### src/rtl/iqf_pkg.sv
// Shared definitions for the interleaved I/Q formatter.
// Assumes: the word width and the profile width are set as top-level parameters.
package iqf_pkg;
    // Which half of a complex pair the next qualified word belongs to.
    typedef enum logic [0:0] {
        PH_EXPECT_I = 1'b0,
        PH_EXPECT_Q = 1'b1
    } pair_phase_e;
endpackage

### src/rtl/iqf_phase_tracker.sv
// Tracks whether the next qualified word is I or Q and marks each
// captured word as I or Q.
// Assumes: realign takes priority over any pending Q expectation.
module iqf_phase_tracker
    import iqf_pkg::*;
(
    input  logic clk,
    input  logic rst_n,
    input  logic word_vld,
    input  logic realign,
    output logic take_i,
    output logic take_q
);
    pair_phase_e phase_q;

    // Classify the word in this cycle.
    always_comb begin
        take_i = word_vld && (realign || (phase_q == PH_EXPECT_I));
        take_q = word_vld && !realign && (phase_q == PH_EXPECT_Q);
    end

    // Advance the phase on each qualified word or on a realignment.
    always_ff @(posedge clk) begin
        if (!rst_n) begin
            phase_q <= PH_EXPECT_I;
        end else if (take_i) begin
            phase_q <= PH_EXPECT_Q;
        end else if (take_q || realign) begin
            phase_q <= PH_EXPECT_I;
        end
    end
endmodule

### src/rtl/iqf_word_pair.sv
// Holds the I word and, on its matching Q word, registers the complex
// sample with a one-cycle valid pulse.
// Assumes: take_i and take_q are never high together.
module iqf_word_pair #(
    parameter int WORD_W = 18
) (
    input  logic              clk,
    input  logic              rst_n,
    input  logic              take_i,
    input  logic              take_q,
    input  logic [WORD_W-1:0] word_in,
    output logic              smp_vld,
    output logic [WORD_W-1:0] smp_i,
    output logic [WORD_W-1:0] smp_q
);
    logic [WORD_W-1:0] held_i;

    // Keep the most recent I word until its partner arrives.
    always_ff @(posedge clk) begin
        if (!rst_n) begin
            held_i <= '0;
        end else if (take_i) begin
            held_i <= word_in;
        end
    end

    // Emit the complex sample on the edge of the Q word.
    always_ff @(posedge clk) begin
        if (!rst_n) begin
            smp_vld <= 1'b0;
            smp_i   <= '0;
            smp_q   <= '0;
        end else begin
            smp_vld <= take_q;
            if (take_q) begin
                smp_i <= held_i;
                smp_q <= word_in;
            end
        end
    end
endmodule

### src/rtl/iqf_ctl_sampler.sv
// Captures profile select and update request on every clock, and tags
// each complex sample with its profile and with accumulated update requests.
// Assumes: take_q marks the cycle that completes a sample.
module iqf_ctl_sampler #(
    parameter int PROF_W = 3
) (
    input  logic              clk,
    input  logic              rst_n,
    input  logic              take_q,
    input  logic [PROF_W-1:0] prof_sel,
    input  logic              upd_req,
    output logic [PROF_W-1:0] ctl_prof,
    output logic              ctl_upd,
    output logic [PROF_W-1:0] smp_prof,
    output logic              smp_upd
);
    logic upd_seen;

    // Pass the control lines straight on with one register of delay.
    always_ff @(posedge clk) begin
        if (!rst_n) begin
            ctl_prof <= '0;
            ctl_upd  <= 1'b0;
        end else begin
            ctl_prof <= prof_sel;
            ctl_upd  <= upd_req;
        end
    end

    // Collect update requests between sample completions.
    always_ff @(posedge clk) begin
        if (!rst_n) begin
            upd_seen <= 1'b0;
        end else if (take_q) begin
            upd_seen <= 1'b0;
        end else if (upd_req) begin
            upd_seen <= 1'b1;
        end
    end

    // Tag the completed sample with its side-band values.
    always_ff @(posedge clk) begin
        if (!rst_n) begin
            smp_prof <= '0;
            smp_upd  <= 1'b0;
        end else if (take_q) begin
            smp_prof <= prof_sel;
            smp_upd  <= upd_seen | upd_req;
        end
    end
endmodule

### src/rtl/iqf_formatter.sv
// Top level: turns an interleaved I/Q word stream into parallel complex
// samples and captures the profile and update lines on the same clock.
// Assumes: all inputs are synchronous to clk; reset is synchronous active-low.
module iqf_formatter #(
    parameter int WORD_W = 18,
    parameter int PROF_W = 3
) (
    input  logic              clk,
    input  logic              rst_n,
    input  logic              word_vld,
    input  logic [WORD_W-1:0] word_in,
    input  logic              realign,
    input  logic [PROF_W-1:0] prof_sel,
    input  logic              upd_req,
    output logic              smp_vld,
    output logic [WORD_W-1:0] smp_i,
    output logic [WORD_W-1:0] smp_q,
    output logic [PROF_W-1:0] smp_prof,
    output logic              smp_upd,
    output logic [PROF_W-1:0] ctl_prof,
    output logic              ctl_upd
);
    logic take_i;
    logic take_q;

    iqf_phase_tracker u_phase (
        .clk      (clk),
        .rst_n    (rst_n),
        .word_vld (word_vld),
        .realign  (realign),
        .take_i   (take_i),
        .take_q   (take_q)
    );

    iqf_word_pair #(.WORD_W(WORD_W)) u_pair (
        .clk     (clk),
        .rst_n   (rst_n),
        .take_i  (take_i),
        .take_q  (take_q),
        .word_in (word_in),
        .smp_vld (smp_vld),
        .smp_i   (smp_i),
        .smp_q   (smp_q)
    );

    iqf_ctl_sampler #(.PROF_W(PROF_W)) u_ctl (
        .clk      (clk),
        .rst_n    (rst_n),
        .take_q   (take_q),
        .prof_sel (prof_sel),
        .upd_req  (upd_req),
        .ctl_prof (ctl_prof),
        .ctl_upd  (ctl_upd),
        .smp_prof (smp_prof),
        .smp_upd  (smp_upd)
    );
endmodule

### config.mk
export PLATFORM = sky130hd
export DESIGN_NAME = iqf_formatter
export DESIGN_NICKNAME = d
export VERILOG_FILES = /design/src/rtl/iqf_pkg.sv /design/src/rtl/iqf_phase_tracker.sv /design/src/rtl/iqf_word_pair.sv /design/src/rtl/iqf_ctl_sampler.sv /design/src/rtl/iqf_formatter.sv
export SDC_FILE = /design/constraint.sdc
export NUM_CORES = 1
export LEC_CHECK = 0
export BUFFER_PORTS_ARGS = -buffer_cell sky130_fd_sc_hd__clkbuf_2
export CORE_MARGIN = 2
export CORE_UTILIZATION = 53
export DETAILED_ROUTE_END_ITERATION = 8
export MAX_ROUTING_LAYER = met4
export PLACE_DENSITY = 0.94
export RECOVER_POWER = 50
export SLEW_MARGIN = 20
export SYNTH_ARGS = -nofsm -noshare
export SYNTH_HDL_FRONTEND = slang
export SYNTH_SLANG_ARGS = --single-unit
### constraint.sdc
create_clock -name clk -period 3.4 [get_ports clk]
set_input_delay 0.51 -clock clk [delete_from_list [all_inputs] [get_ports clk]]
set_output_delay 0.51 -clock clk [all_outputs]
set_load 0.1 [all_outputs]
Word-level counts from Yosys, hierarchy flattened
Cells that the tools add are included.

cells by class
  multiplexer cells = 2
  reduce and logical (&&, ||, !) cells = 8
  bitwise logic cells = 3

operators with widths
  kind                number
  logical AND 1 bit   3
  logical OR 1 bit    2
  2-to-1 mux 1 bit    2
  NOT 1 bit           2
  nonzero test 2 bit  1
  OR reduction 2 bit  1
  logical NOT 1 bit   1
  bitwise OR 1 bit    1

storage, ports and cells
  register bits after elaboration = 65
  input port bits = 26
  logic and storage cells = 23
  output and inout bits = 45

Logic depth before layout (Yosys ltp)
Gate-level depths: netlist (run 1).

  depth in word-level cells = 6
  mapped depth = 5
  gate-level depth less buffers = 3

By module
A second synthesis (run 1) with hierarchy kept.

unflattened totals
  cells, all modules = 207
  area, all modules = 2,461.1 sq um

by module, submodules not included
  module             cells an instance  area each (sq um)  sequential area each (sq um)  times used
  iqf_word_pair      176                2,108.3            1,101.1                       1
  iqf_ctl_sampler    24                 286.5              180.2                         1
  iqf_phase_tracker  7                  66.3               20.0                          1

Worst setup path before layout (run 1)
Ideal clock, no wire load.

  path kind = flip-flop to output port
  start = register u_pair.smp_i[0]
  end = output smp_i[0]
  data arrival time = 0.925 ns
  stages on the path, launching flop included = 1
  buffers on the path = 0
  slack = 1.965 ns
  required time = 2.890 ns
  cells stage by stage = dfxtp_1

RTL lines
  element                 RTL line             text
  from (decl)             iqf_word_pair.sv:13  output logic [WORD_W-1:0] smp_i,
  from (signal assigned)  iqf_word_pair.sv:36  smp_i <= held_i;
  to (decl)               iqf_formatter.sv:16  output logic [WORD_W-1:0] smp_i,

No word-level cell between the ends.

Worst setup path after layout (run 1)
  start = register u_phase.phase_q
  end = register u_pair.held_i[3]

between the ends
  cells in the longest elaborated chain, start to end = 3

ends and longest elaborated chain
  element                 RTL line                 text
  from (decl)             iqf_phase_tracker.sv:14  pair_phase_e phase_q;
  from (signal assigned)  iqf_phase_tracker.sv:25  phase_q <= PH_EXPECT_I;
  from (signal assigned)  iqf_phase_tracker.sv:27  phase_q <= PH_EXPECT_Q;
  from (signal assigned)  iqf_phase_tracker.sv:29  phase_q <= PH_EXPECT_I;
  NOT 1 bit               iqf_phase_tracker.sv:18  take_i = word_vld && (realign || (phase_q == PH_EXPECT_I));
  logical OR 1 bit        iqf_phase_tracker.sv:18
  logical AND 1 bit       iqf_phase_tracker.sv:18
  to (signal assigned)    iqf_word_pair.sv:23      held_i <= word_in;
  to (decl)               iqf_word_pair.sv:16      logic [WORD_W-1:0] held_i;

Every way passes these cells.
A chain may end at the register's enable or synchronous reset.

==> parameters.txt, run 1 <==
Parameter                              Value

Outcome
  Run status ... finished clean

Clocking
  Clock Sink Count ... 65
  H-tree depth reported by CTS ... 3
  Post-CTS Hold Fix Bufs ... 0
  Clock slew at reported path FFs ... 0.07 ns
  Buffers inserted by post-CTS timing repair ... 0
  Clock tree from TritonCTS ... yes
  Worst-skew pair later-pin latency ... 0.33 ns
  Root Driver ... sky130_fd_sc_hd__clkbuf_8
  Gates resized, CTS repair ... 0
  Deepest clock path buffer count ... 2
  Total CTS buffers ... 9

Pwr
  Internal cell power ... 0.00123 W
  Power per standard cell area ... 608 nW/um2
  Net switching power ... 0.000410 W
  Overall Power ... 0.00164 W
  Combinational group share of total power ... 0.103
  Fraction of power spent switching nets ... 0.250
  Worst supply voltage drop on vdd ... 409 uV
  P_leak ... 1.29 nW
  Share of power burned in registers ... 0.489
  Fraction of power consumed by the clock network ... 0.408

Setup path
  Max Fanout on Critical Path ... 10
  Arrival time worst endpoint ... 2.23 ns
  Worst R2R Setup Slack ... 1.43 ns
  Critical Path Source Type ... flip-flop
  Worst path required time ... 3.66 ns
  Critical Path End Type ... flip-flop
  Setup CP Type ... reg -> reg

Synth
  Arithmetic-cell share of the synthesized area counting full adders, half adders and majority gates ... 0
  Area share of the leading cell type in the synthesized netlist ... 0.599
  Unique cell type count in the Yosys netlist ... 14
  Share of synthesized registers carrying an async set or reset ... 0
  Post-synthesis net count ... 216
  Leading cell types by total area after synthesis ... sky130_fd_sc_hd__dfxtp_1, sky130_fd_sc_hd__a22o_1, sky130_fd_sc_hd__mux2i_1
  Ranking of synthesized cells by instance count ... sky130_fd_sc_hd__dfxtp_1, sky130_fd_sc_hd__a22o_1, sky130_fd_sc_hd__nand2_1
  Synth Flop Type ... sky130_fd_sc_hd__dfxtp_1
  Number of enable flip-flop cells after synthesis ... 0
  Post-synthesis compound-gate area fraction ... 0.165
  Portion of the post-synthesis area used by sequential elements ... 0.599
  Post-synthesis xor/xnor area fraction ... 0
  Flip-flop and latch count after synthesis ... 65
  Leading cell type by number of instances after synthesis ... sky130_fd_sc_hd__dfxtp_1
  Area leader, netlist ... sky130_fd_sc_hd__dfxtp_1
  Cell area after synthesis ... 2170 um2
  Fraction of synthesized area in multiplexers ... 0.0829
  Number of instances in the synthesized netlist ... 190
  Combinational family with the most area after synthesis ... compound AO/OA/AOI/OAI gates
  Simple logic cell fraction of the synthesized area ... 0.0956
  Yosys warns ... 0
  Post-synthesis average cell area ... 11.4 um2

Timing
  Worst Setup Slack, final ... 1.43 ns
  Final Critical Period ... 1.97 ns
  Hold Vio Cnt, Final ... 0
  Number of max-slew violations in the final report ... 0
  Transition time at the pin with the least slew margin ... 0.819 ns
  Maximum clock frequency ... 507 MHz
  Share of the cycle needed by the critical path after routing ... 0.580
  Setup repair after global routing missed its margin ... no
  Count of final setup violators ... 0
  Worst-case headroom to the max-slew limit ... 0.454
  Aggregate negative setup slack ... 0 ns
  Worst Skew ... 0.00687 ns

Job
  Max_cap viols ... 0

GRT
  Via count of the first global-routing pass ... 1,511
  Wire length of the first global-routing pass ... 6.81 mm
  Largest net degree at the start of global routing ... 44
  All-layer global routing usage ... 0.209
  Number of antenna violations at the first check in global routing ... 0
  Congestion Overflow GR ... 0

Finish
  Layout overhead on the synthesized area ... 24.1%
  Number of nets at the end of the flow ... 284
  Share of layout cells above drive strength 1 ... 0.331
  Antenna diodes ... 0
  Fill cell instance count of the final layout ... 317

Die
  Height of the die ... 68.0 um
  Core Footprint ... 3970 um2
  Die outline area ... 4630 um2
  Core Rows ... 23
  Number of top-level pins ... 71
  Initial core utilization ... 0.547
  Width of the die ... 68.0 um

Routing
  Total Routed Length ... 4.31 mm
  DRC violation count after routing ... 0
  TritonRoute pass-1 iters ... 4
  Post-detailed-route count of antenna-violating nets ... 0
  Initial drt markers ... 86
  Routed via count ... 1,607
  Number of vias per cell ... 5.13
  DR WL/cell ... 13.8 um

Placed design
  Detailed placement HPWL ... 2.82 mm
  Total of buffers placed on input and output ports ... 70
  Gpl congestion ... 0.696
  Placement Setup Slack ... 1.59 ns

Min path
  Worst hold path type ... in -> reg
-- per-layer routing --
| metal | track usage | wire (um) | share of wire | vias up |
|---|---|---|---|---|
| met5 | - | 0 | 0 | - |
| met4 | 0.0825 | 51 | 0.012 | 0 |
| met3 | 0.0855 | 312 | 0.072 | 8 |
| met2 | 0.325 | 1980 | 0.46 | 57 |
| met1 | 0.240 | 1970 | 0.46 | 742 |
| li1 | - | - | - | 800 |
-- layout make-up --
cell class,count,area (um2),share of cell area
clock buffer,14,173,0.0640
inverter,1,3.75,0.00139
tap,50,62.6,0.0232
clock inverter,2,35.0,0.0130
sequential,65,1300,0.482
timing repair buffer,74,377,0.140
multi-input combinational,107,746,0.276
-- power groups by stage --
stage	clock network, W	logic [W]	registers, W
after CTS	0.000676	0.000171	0.000801
final	0.000669	0.000169	0.000801
after global routing	0.000718	0.000180	0.000804
after global placement	0	0.000168	0.000817
after detailed placement	0	0.000171	0.000818
after floorplan	0	0.0000601	0.000892
-- metrics by stage --
stage	utilization	area [um2]	hold WS, ns	std cells
after floorplan	-	2170	0.435	190
after global placement	0.629	2500	0.442	297
final	0.679	2700	0.387	313
after detailed placement	0.629	2500	0.451	297
after CTS	0.681	2700	0.385	313
after global routing	0.679	2700	0.380	313
-- critical path: stages (launching register included) --
cell,delay (ns)
sky130_fd_sc_hd__dfxtp_1,0.31
sky130_fd_sc_hd__nand2b_1,0.08
sky130_fd_sc_hd__and2_0,0.66
sky130_fd_sc_hd__clkbuf_1,0.59
sky130_fd_sc_hd__mux2i_1,0.26
-- state kept, by name, indices dropped and copies added (netlist names) --
register and flops:
u_ctl.smp_upd 1, u_ctl.upd_seen 1, u_pair.smp_i 18, u_pair.smp_vld 1
u_ctl.smp_prof 3, u_pair.smp_q 18, u_pair.held_i 18, u_phase.phase_q 1
u_ctl.ctl_upd 1, u_ctl.ctl_prof 3
-- worst paths after layout --
path,start,to,cells after the start
max,u_phase.phase_q$_SDFFE_PN0P_,u_pair.held_i[3]$_SDFFE_PN0P_,4
min,prof_sel[1],u_ctl.ctl_prof[1]$_SDFF_PN0_,2
max reg2reg,u_phase.phase_q$_SDFFE_PN0P_,u_pair.held_i[3]$_SDFFE_PN0P_,4
min reg2reg,u_pair.held_i[12]$_SDFFE_PN0P_,u_pair.held_i[12]$_SDFFE_PN0P_,2
-- logic make-up (layout without fill, tap and decap cells) --
group	count (synthesis)	in the layout
DFF	65	65
AOI/OAI and AO/OA	41	41
buffers and inverters	18	91
and+or+nand+nor	48	48
muxes	18	18
-- cells in the final DEF, fill, tap and decap left out, drive strengths merged --
cell type  Yosys  final
a22o          40     40
and2           7      7
and3b          1      1
buf           12      3
bufinv         0      1
clkbuf         5     85
clkinv         0      1
dfxtp         65     65
inv            1      1
mux2i         18     18
nand2         36     36
nand2b         1      1
nor2           2      2
nor2b          1      1
o21a           1      1
(Power assumes the default switching activity.)
==> run 2, diff against run 1 <==
Settings changed: ABC_AREA set to 1, CORE_UTILIZATION 53 to 50, PLACE_DENSITY 0.94 to 0.89.
Clock period 3.4 ns to 1.9 ns, I/O delays scaled along.
==> parameters.txt, run 2 <==
Parameter                              Value

Finish
  Number of standard cells in the final layout excluding fillers ... 418
  Top Registers ... u_pair.held_i (18), u_pair.smp_i (18), u_pair.smp_q (18)
  Most common cell after layout, fill and taps aside ... sky130_fd_sc_hd__clkbuf_2
  Share of layout cells above drive strength 1 ... 0.260
  Antenna diodes ... 0
  Layout overhead on the synthesized area ... 24.2%
  Most frequent cells in the layout ... sky130_fd_sc_hd__clkbuf_2, sky130_fd_sc_hd__nand2_1, sky130_fd_sc_hd__dfxtp_1, sky130_fd_sc_hd__nand3_1, sky130_fd_sc_hd__inv_1
  Post-route standard cell area excluding fillers ... 2920 um2
  Post-layout utilization of the core ... 0.658
  Number of nets at the end of the flow ... 387

Pwr
  Net switching power ... 0.000827 W
  Combinational group share of total power ... 0.111
  Worst supply voltage drop on vdd ... 614 uV
  Fraction of power consumed by the clock network ... 0.439
  Share of power burned in registers ... 0.449
  Internal cell power ... 0.00240 W
  Power per standard cell area ... 1100 nW/um2
  P_leak ... 1.52 nW
  Fraction of power spent switching nets ... 0.256

Routing
  Routed via count ... 2,193
  TritonRoute pass-1 iters ... 4
  Post-detailed-route count of antenna-violating nets ... 0
  DR WL/cell ... 12.7 um
  DRC violation count after routing ... 0
  Total Routed Length ... 5.31 mm
  Number of vias per cell ... 5.25
  Initial drt markers ... 146

Timing
  Count of final setup violators ... 0
  Number of max-slew violations in the final report ... 0
  Worst Skew ... 0.00572 ns
  Transition time at the pin with the least slew margin ... 1.10 ns
  Share of the cycle needed by the critical path after routing ... 0.803
  Setup repair after global routing missed its margin ... no
  Final Critical Period ... 1.53 ns
  Maximum clock frequency ... 656 MHz
  Hold Vio Cnt, Final ... 0
  Worst-case headroom to the max-slew limit ... 0.268
  Aggregate negative setup slack ... 0 ns

Die
  Die outline area ... 5270 um2
  Number of top-level pins ... 71
  Core Footprint ... 4440 um2
  Width of the die ... 72.6 um
  Height of the die ... 72.6 um
  Initial core utilization ... 0.530
  Core Rows ... 24

Synth
  Synth Flop Type ... sky130_fd_sc_hd__dfxtp_1
  Ranking of synthesized cells by instance count ... sky130_fd_sc_hd__dfxtp_1, sky130_fd_sc_hd__nand2_1, sky130_fd_sc_hd__nand3_1
  Post-synthesis net count ... 322
  Post-synthesis average cell area ... 7.95 um2
  Fraction of synthesized area in multiplexers ... 0
  Cell area after synthesis ... 2350 um2
  Share of synthesized registers carrying an async set or reset ... 0
  Post-synthesis compound-gate area fraction ... 0.0808
  Number of enable flip-flop cells after synthesis ... 0
  Flip-flop and latch count after synthesis ... 65
  Number of instances in the synthesized netlist ... 296
  Arithmetic-cell share of the synthesized area counting full adders, half adders and majority gates ... 0
  Area leader, netlist ... sky130_fd_sc_hd__dfxtp_1
  Combinational family with the most area after synthesis ... simple AND/OR/NAND/NOR gates
  Leading cell types by total area after synthesis ... sky130_fd_sc_hd__dfxtp_1, sky130_fd_sc_hd__nand3_1, sky130_fd_sc_hd__nand2_1
  Post-synthesis xor/xnor area fraction ... 0
  Unique cell type count in the Yosys netlist ... 17
  Simple logic cell fraction of the synthesized area ... 0.278
  Portion of the post-synthesis area used by sequential elements ... 0.553
  Yosys warns ... 0
  Area share of the leading cell type in the synthesized netlist ... 0.553

Job
  Max_cap viols ... 0

Setup path
  Max Fanout on Critical Path ... 41
  Worst path required time ... 2.11 ns
  Critical Path End Type ... flip-flop
  Arrival time worst endpoint ... 1.73 ns
  CP Launch Point ... u_phase.phase_q$_SDFFE_PN0P_
  Worst r2r src ... u_phase.phase_q$_SDFFE_PN0P_
  Setup CP Type ... reg -> reg
  Critical Path Source Type ... flip-flop

GRT
  Largest net degree at the start of global routing ... 42
  All-layer global routing usage ... 0.228
  Via count of the first global-routing pass ... 2,080
  Congestion Overflow GR ... 0
  Number of antenna violations at the first check in global routing ... 0
  Wire length of the first global-routing pass ... 9.05 mm

Placed design
  Total of buffers placed on input and output ports ... 70
  Post-placement cell area ... 2690 um2
  Gpl congestion ... 0.840
  Cell total after placement ... 402
  Detailed placement HPWL ... 3.49 mm

Clocking
  Gates resized, CTS repair ... 0
  Clock tree from TritonCTS ... yes
  H-tree depth reported by CTS ... 3
  Worst-skew pair later-pin latency ... 0.34 ns
  Buffers inserted by post-CTS timing repair ... 0
  Clock slew at reported path FFs ... 0.07 ns
  Deepest clock path buffer count ... 2
  Post-CTS Hold Fix Bufs ... 0
  Root Driver ... sky130_fd_sc_hd__clkbuf_8
  Total CTS buffers ... 9
  Clock Sink Count ... 65

Min path
  Source of the worst hold timing path ... prof_sel[0]
  Worst hold path type ... in -> reg

Outcome
  Run status ... finished clean
==> run 2: changes by cell type after synthesis, moves of 4 or more <==
cell / delta
sky130_fd_sc_hd__o21ai_0: +9
sky130_fd_sc_hd__nand3_1: +58
sky130_fd_sc_hd__a22o_1: -40
sky130_fd_sc_hd__clkbuf_1: -4
sky130_fd_sc_hd__and2_1: -7
sky130_fd_sc_hd__o21ai_1: +10
sky130_fd_sc_hd__nor2_1: +19
sky130_fd_sc_hd__nand2_1: +29
sky130_fd_sc_hd__mux2i_1: -18
sky130_fd_sc_hd__buf_6: -5
sky130_fd_sc_hd__buf_2: +12
sky130_fd_sc_hd__inv_1: +21
sky130_fd_sc_hd__a21oi_1: +19
==> run 2: final timing paths <==
kind	to	slack (ns)	cells after the start
worst min-delay path	u_ctl.ctl_prof[0]$_SDFF_PN0_	0.14	3
worst max register to register	u_pair.smp_q[5]$_SDFFE_PN0P_	0.37	4
worst max-delay path	u_pair.smp_q[5]$_SDFFE_PN0P_	0.37	4
worst min register to register	u_pair.smp_i[3]$_SDFFE_PN0P_	0.45	2
==> run 2: logic make-up after synthesis <==
family	Yosys count
and+or+nand+nor	148
DFF	65
buffers and inverters	45
AOI/OAI and AO/OA	38
==> run 2: critical path, stage by stage (launching register included) <==
cell                       delay [ns]
sky130_fd_sc_hd__dfxtp_1         0.41
sky130_fd_sc_hd__nand3_2         0.13
sky130_fd_sc_hd__clkbuf_2        0.53
sky130_fd_sc_hd__nand3_1         0.22
sky130_fd_sc_hd__o21ai_0         0.11
==> run 2: stage by stage <==
step | total power, W | worst slack, ns | hold WS (ns)
after floorplan | 0.00176 | 0.678 | 0.378
after global placement | 0.00183 | 0.470 | 0.427
after detailed placement | 0.00184 | 0.365 | 0.436
after CTS | 0.00325 | 0.440 | 0.137
after global routing | 0.00332 | 0.229 | 0.166
final | 0.00322 | 0.375 | 0.144
==> run 2: routing by layer <==
| metal | vias to the layer above | track usage | wire length [um] |
|---|---|---|---|
| li1 | 1087 | - | - |
| met1 | 1014 | 0.264 | 2330 |
| met2 | 80 | 0.372 | 2580 |
| met3 | 12 | 0.0456 | 286 |
| met4 | 0 | 0.126 | 123 |
| met5 | - | - | 0 |
==> run 2: power groups by stage <==
stage / clock network [W] / registers [W] / logic, W
floorplan: 0 / 0.00163 / 0.000134
global placement: 0 / 0.00148 / 0.000356
detailed placement: 0 / 0.00148 / 0.000362
CTS: 0.00144 / 0.00145 / 0.000363
global route: 0.00148 / 0.00145 / 0.000391
finish: 0.00142 / 0.00145 / 0.000359
==> run 2: final cells by class <==
| class | instances | area (um2) |
|---|---|---|
| Timing Repair Buffer | 75 | 380 |
| Fill cell | 399 | 1520 |
| Tap cell | 52 | 65.1 |
| Clock inverter | 6 | 105 |
| Clock buffer | 10 | 138 |
| Multi-Input combinational cell | 186 | 843 |
| Sequential cell | 65 | 1300 |
| Inverter | 24 | 90.1 |
==> run 3, diff against run 2 <==
Settings changed: CORE_UTILIZATION 50 to 45, PLACE_DENSITY 0.89 to 0.85.
Clock period 1.9 ns to 1.39 ns, I/O delays scaled along.
==> parameters.txt, run 3 (synthesized netlist as in run 2, its figures left out) <==
Parameter                              Value

Finish
  Antenna diodes ... 0
  Most frequent cells in the layout ... sky130_fd_sc_hd__nand2_1, sky130_fd_sc_hd__dfxtp_1, sky130_fd_sc_hd__nand3_1, sky130_fd_sc_hd__clkbuf_2, sky130_fd_sc_hd__inv_1
  Sequential cell area ... 1300 um2
  Top Registers ... u_pair.held_i (18), u_pair.smp_i (18), u_pair.smp_q (18)
  Most common cell after layout, fill and taps aside ... sky130_fd_sc_hd__nand2_1
  Number of standard cells in the final layout excluding fillers ... 440
  Fill cell instance count of the final layout ... 492
  Share of layout cells above drive strength 1 ... 0.265
  Number of nets at the end of the flow ... 391
  Layout overhead on the synthesized area ... 26.5%
  Multi-input combinational cell area ... 836 um2

Pwr
  Power per standard cell area ... 1350 nW/um2
  Worst supply voltage drop on vdd ... 671 uV
  Overall Power ... 0.00403 W
  P_leak ... 1.53 nW

Setup path
  Standard cell with the maximum stage delay on the critical path ... sky130_fd_sc_hd__clkbuf_2
  Cell breakdown of the critical path ... clkbuf_2
  Timing endpoint of the critical path ... smp_q[4]
  Delay-heaviest family, CP ... buffers and inverters
  Number of logic stages on the critical path including buffering ... 1
  CP Launch Point ... u_pair.smp_q[4]$_SDFFE_PN0P_
  Worst path buffer plus inverter count ... 1
  Largest stage delay, worst path ... 0.46 ns
  Critical Path Source Type ... flip-flop
  Worst r2r src ... u_phase.phase_q$_SDFFE_PN0P_
  Setup CP Type ... reg -> out
  Number of cells on the worst reg-to-reg path ... 4
  Reg-to-reg critical path endpoint ... u_pair.smp_q[14]$_SDFFE_PN0P_
  Arrival time worst endpoint ... 1.14 ns
  Critical Path End Type ... output port
  Worst R2R Setup Slack ... 0.13 ns
  Max Fanout on Critical Path ... 2
  Worst path required time ... 1.18 ns

Clocking
  Clock tree from TritonCTS ... yes
  Clock slew at reported path FFs ... 0.07 ns
  H-tree depth reported by CTS ... 3
  Gates resized, CTS repair ... 0
  Post-CTS Hold Fix Bufs ... 0
  Deepest clock path buffer count ... 2
  Buffers inserted by post-CTS timing repair ... 0
  Total CTS buffers ... 9
  Root Driver ... sky130_fd_sc_hd__clkbuf_8
  Worst-skew pair later-pin latency ... 0.33 ns
  Clock Sink Count ... 65

Die
  Initial core utilization ... 0.464
  Core Footprint ... 5070 um2
  Core Rows ... 26
  Die outline area ... 5820 um2
  Width of the die ... 76.3 um
  Number of top-level pins ... 71
  Height of the die ... 76.3 um

Placed design
  Placement Setup Slack ... 0.145 ns
  Total of buffers placed on input and output ports ... 70
  Detailed placement HPWL ... 3.66 mm
  Cell total after placement ... 424
  Gpl congestion ... 0.781

Routing
  Total Routed Length ... 5.23 mm
  TritonRoute pass-1 iters ... 4
  Initial drt markers ... 132
  Number of vias per cell ... 4.95
  DR WL/cell ... 11.9 um
  Post-detailed-route count of antenna-violating nets ... 0
  Routed via count ... 2,176
  DRC violation count after routing ... 0

Timing
  Number of max-slew violations in the final report ... 0
  Worst Setup Slack, final ... 0.0459 ns
  Aggregate negative setup slack ... 0 ns
  Final Critical Period ... 1.34 ns
  Share of the cycle needed by the critical path after routing ... 0.967
  Hold Vio Cnt, Final ... 0
  Transition time at the pin with the least slew margin ... 0.544 ns
  Worst Skew ... 0.00557 ns
  Setup repair after global routing missed its margin ... no
  Count of final setup violators ... 0
  Worst slack on hold paths ... 0.0683 ns
  Worst-case headroom to the max-slew limit ... 0.637
  Maximum clock frequency ... 744 MHz

GRT
  Number of antenna violations at the first check in global routing ... 0
  Via count of the first global-routing pass ... 1,992
  Congestion Overflow GR ... 0
  All-layer global routing usage ... 0.193
  Largest net degree at the start of global routing ... 33
  Wire length of the first global-routing pass ... 8.79 mm

Job
  Max_cap viols ... 0

Min path
  Worst hold path type ... in -> reg

Outcome
  Run status ... finished clean
run 3: changes by cell type in the layout (fill, tap and decap cells not counted):
| cell | before | now |
|---|---|---|
| sky130_fd_sc_hd__buf_4 | 3 | 20 |
| sky130_fd_sc_hd__o21ai_1 | 0 | 10 |
| sky130_fd_sc_hd__clkbuf_2 | 70 | 45 |
| sky130_fd_sc_hd__nand3_2 | 1 | 0 |
| sky130_fd_sc_hd__clkbuf_1 | 2 | 1 |
| sky130_fd_sc_hd__nand2_1 | 65 | 66 |
| sky130_fd_sc_hd__o21ai_0 | 19 | 9 |
| sky130_fd_sc_hd__bufinv_16 | 3 | 1 |
| sky130_fd_sc_hd__nand3_1 | 58 | 59 |
| sky130_fd_sc_hd__clkinvlp_4 | 0 | 1 |
| sky130_fd_sc_hd__clkbuf_4 | 0 | 9 |
| sky130_fd_sc_hd__buf_2 | 0 | 4 |
| sky130_fd_sc_hd__nand2_2 | 1 | 0 |
| sky130_fd_sc_hd__clkinv_2 | 3 | 4 |
run 3: how the worst min path moves through the flow:
| stage | start | to | slack [ns] | cells after the start |
|---|---|---|---|---|
| 2_1_floorplan | prof_sel[0] | u_ctl.ctl_prof[0]$_SDFF_PN0_ | 0.30 | 2 |
| 3_3_place_gp | prof_sel[1] | u_ctl.ctl_prof[1]$_SDFF_PN0_ | 0.40 | 3 |
| 3_5_place_dp | upd_req | u_ctl.ctl_upd$_SDFF_PN0_ | 0.41 | 3 |
| 4_1_cts | prof_sel[1] | u_ctl.ctl_prof[1]$_SDFF_PN0_ | 0.06 | 3 |
| 5_1_grt | prof_sel[1] | u_ctl.ctl_prof[1]$_SDFF_PN0_ | 0.06 | 3 |
| 6_report | prof_sel[1] | u_ctl.ctl_prof[1]$_SDFF_PN0_ | 0.07 | 3 |
run 3: report_power, final:
group / switching, W / internal (W)
Combinational: 0.000384 / 0.000120
Sequential: 0.0000374 / 0.00194
Clock: 0.000685 / 0.000863
run 3: stage by stage:
stage / util / area [um2]
6_report: 0.587 / 2980
2_1_floorplan: - / 2350
3_3_place_gp: 0.552 / 2800
3_5_place_dp: 0.552 / 2800
5_1_grt: 0.587 / 2980
4_1_cts: 0.591 / 3000
run 3: layout make-up:
cell class / count / share of cell area
Multi-Input combinational cell: 186 / 0.281
Clock buffer: 10 / 0.0462
Inverter: 24 / 0.0303
Clock inverter: 6 / 0.0193
Sequential cell: 65 / 0.437
Timing Repair Buffer: 79 / 0.157
Tap cell: 70 / 0.0294
run 3: worst min-delay path, cell delays in order:
cell and delay, ns:
sky130_fd_sc_hd__clkbuf_2 0.09, sky130_fd_sc_hd__nand2_1 0.04, sky130_fd_sc_hd__inv_1 0.04
run 3: per-layer routing:
metal	vias to the layer above	wire, um	GRT usage
met5	-	0	-
li1	1096	-	-
met1	998	2200	0.217
met4	0	78	0.0982
met2	72	2640	0.319
met3	10	311	0.0474
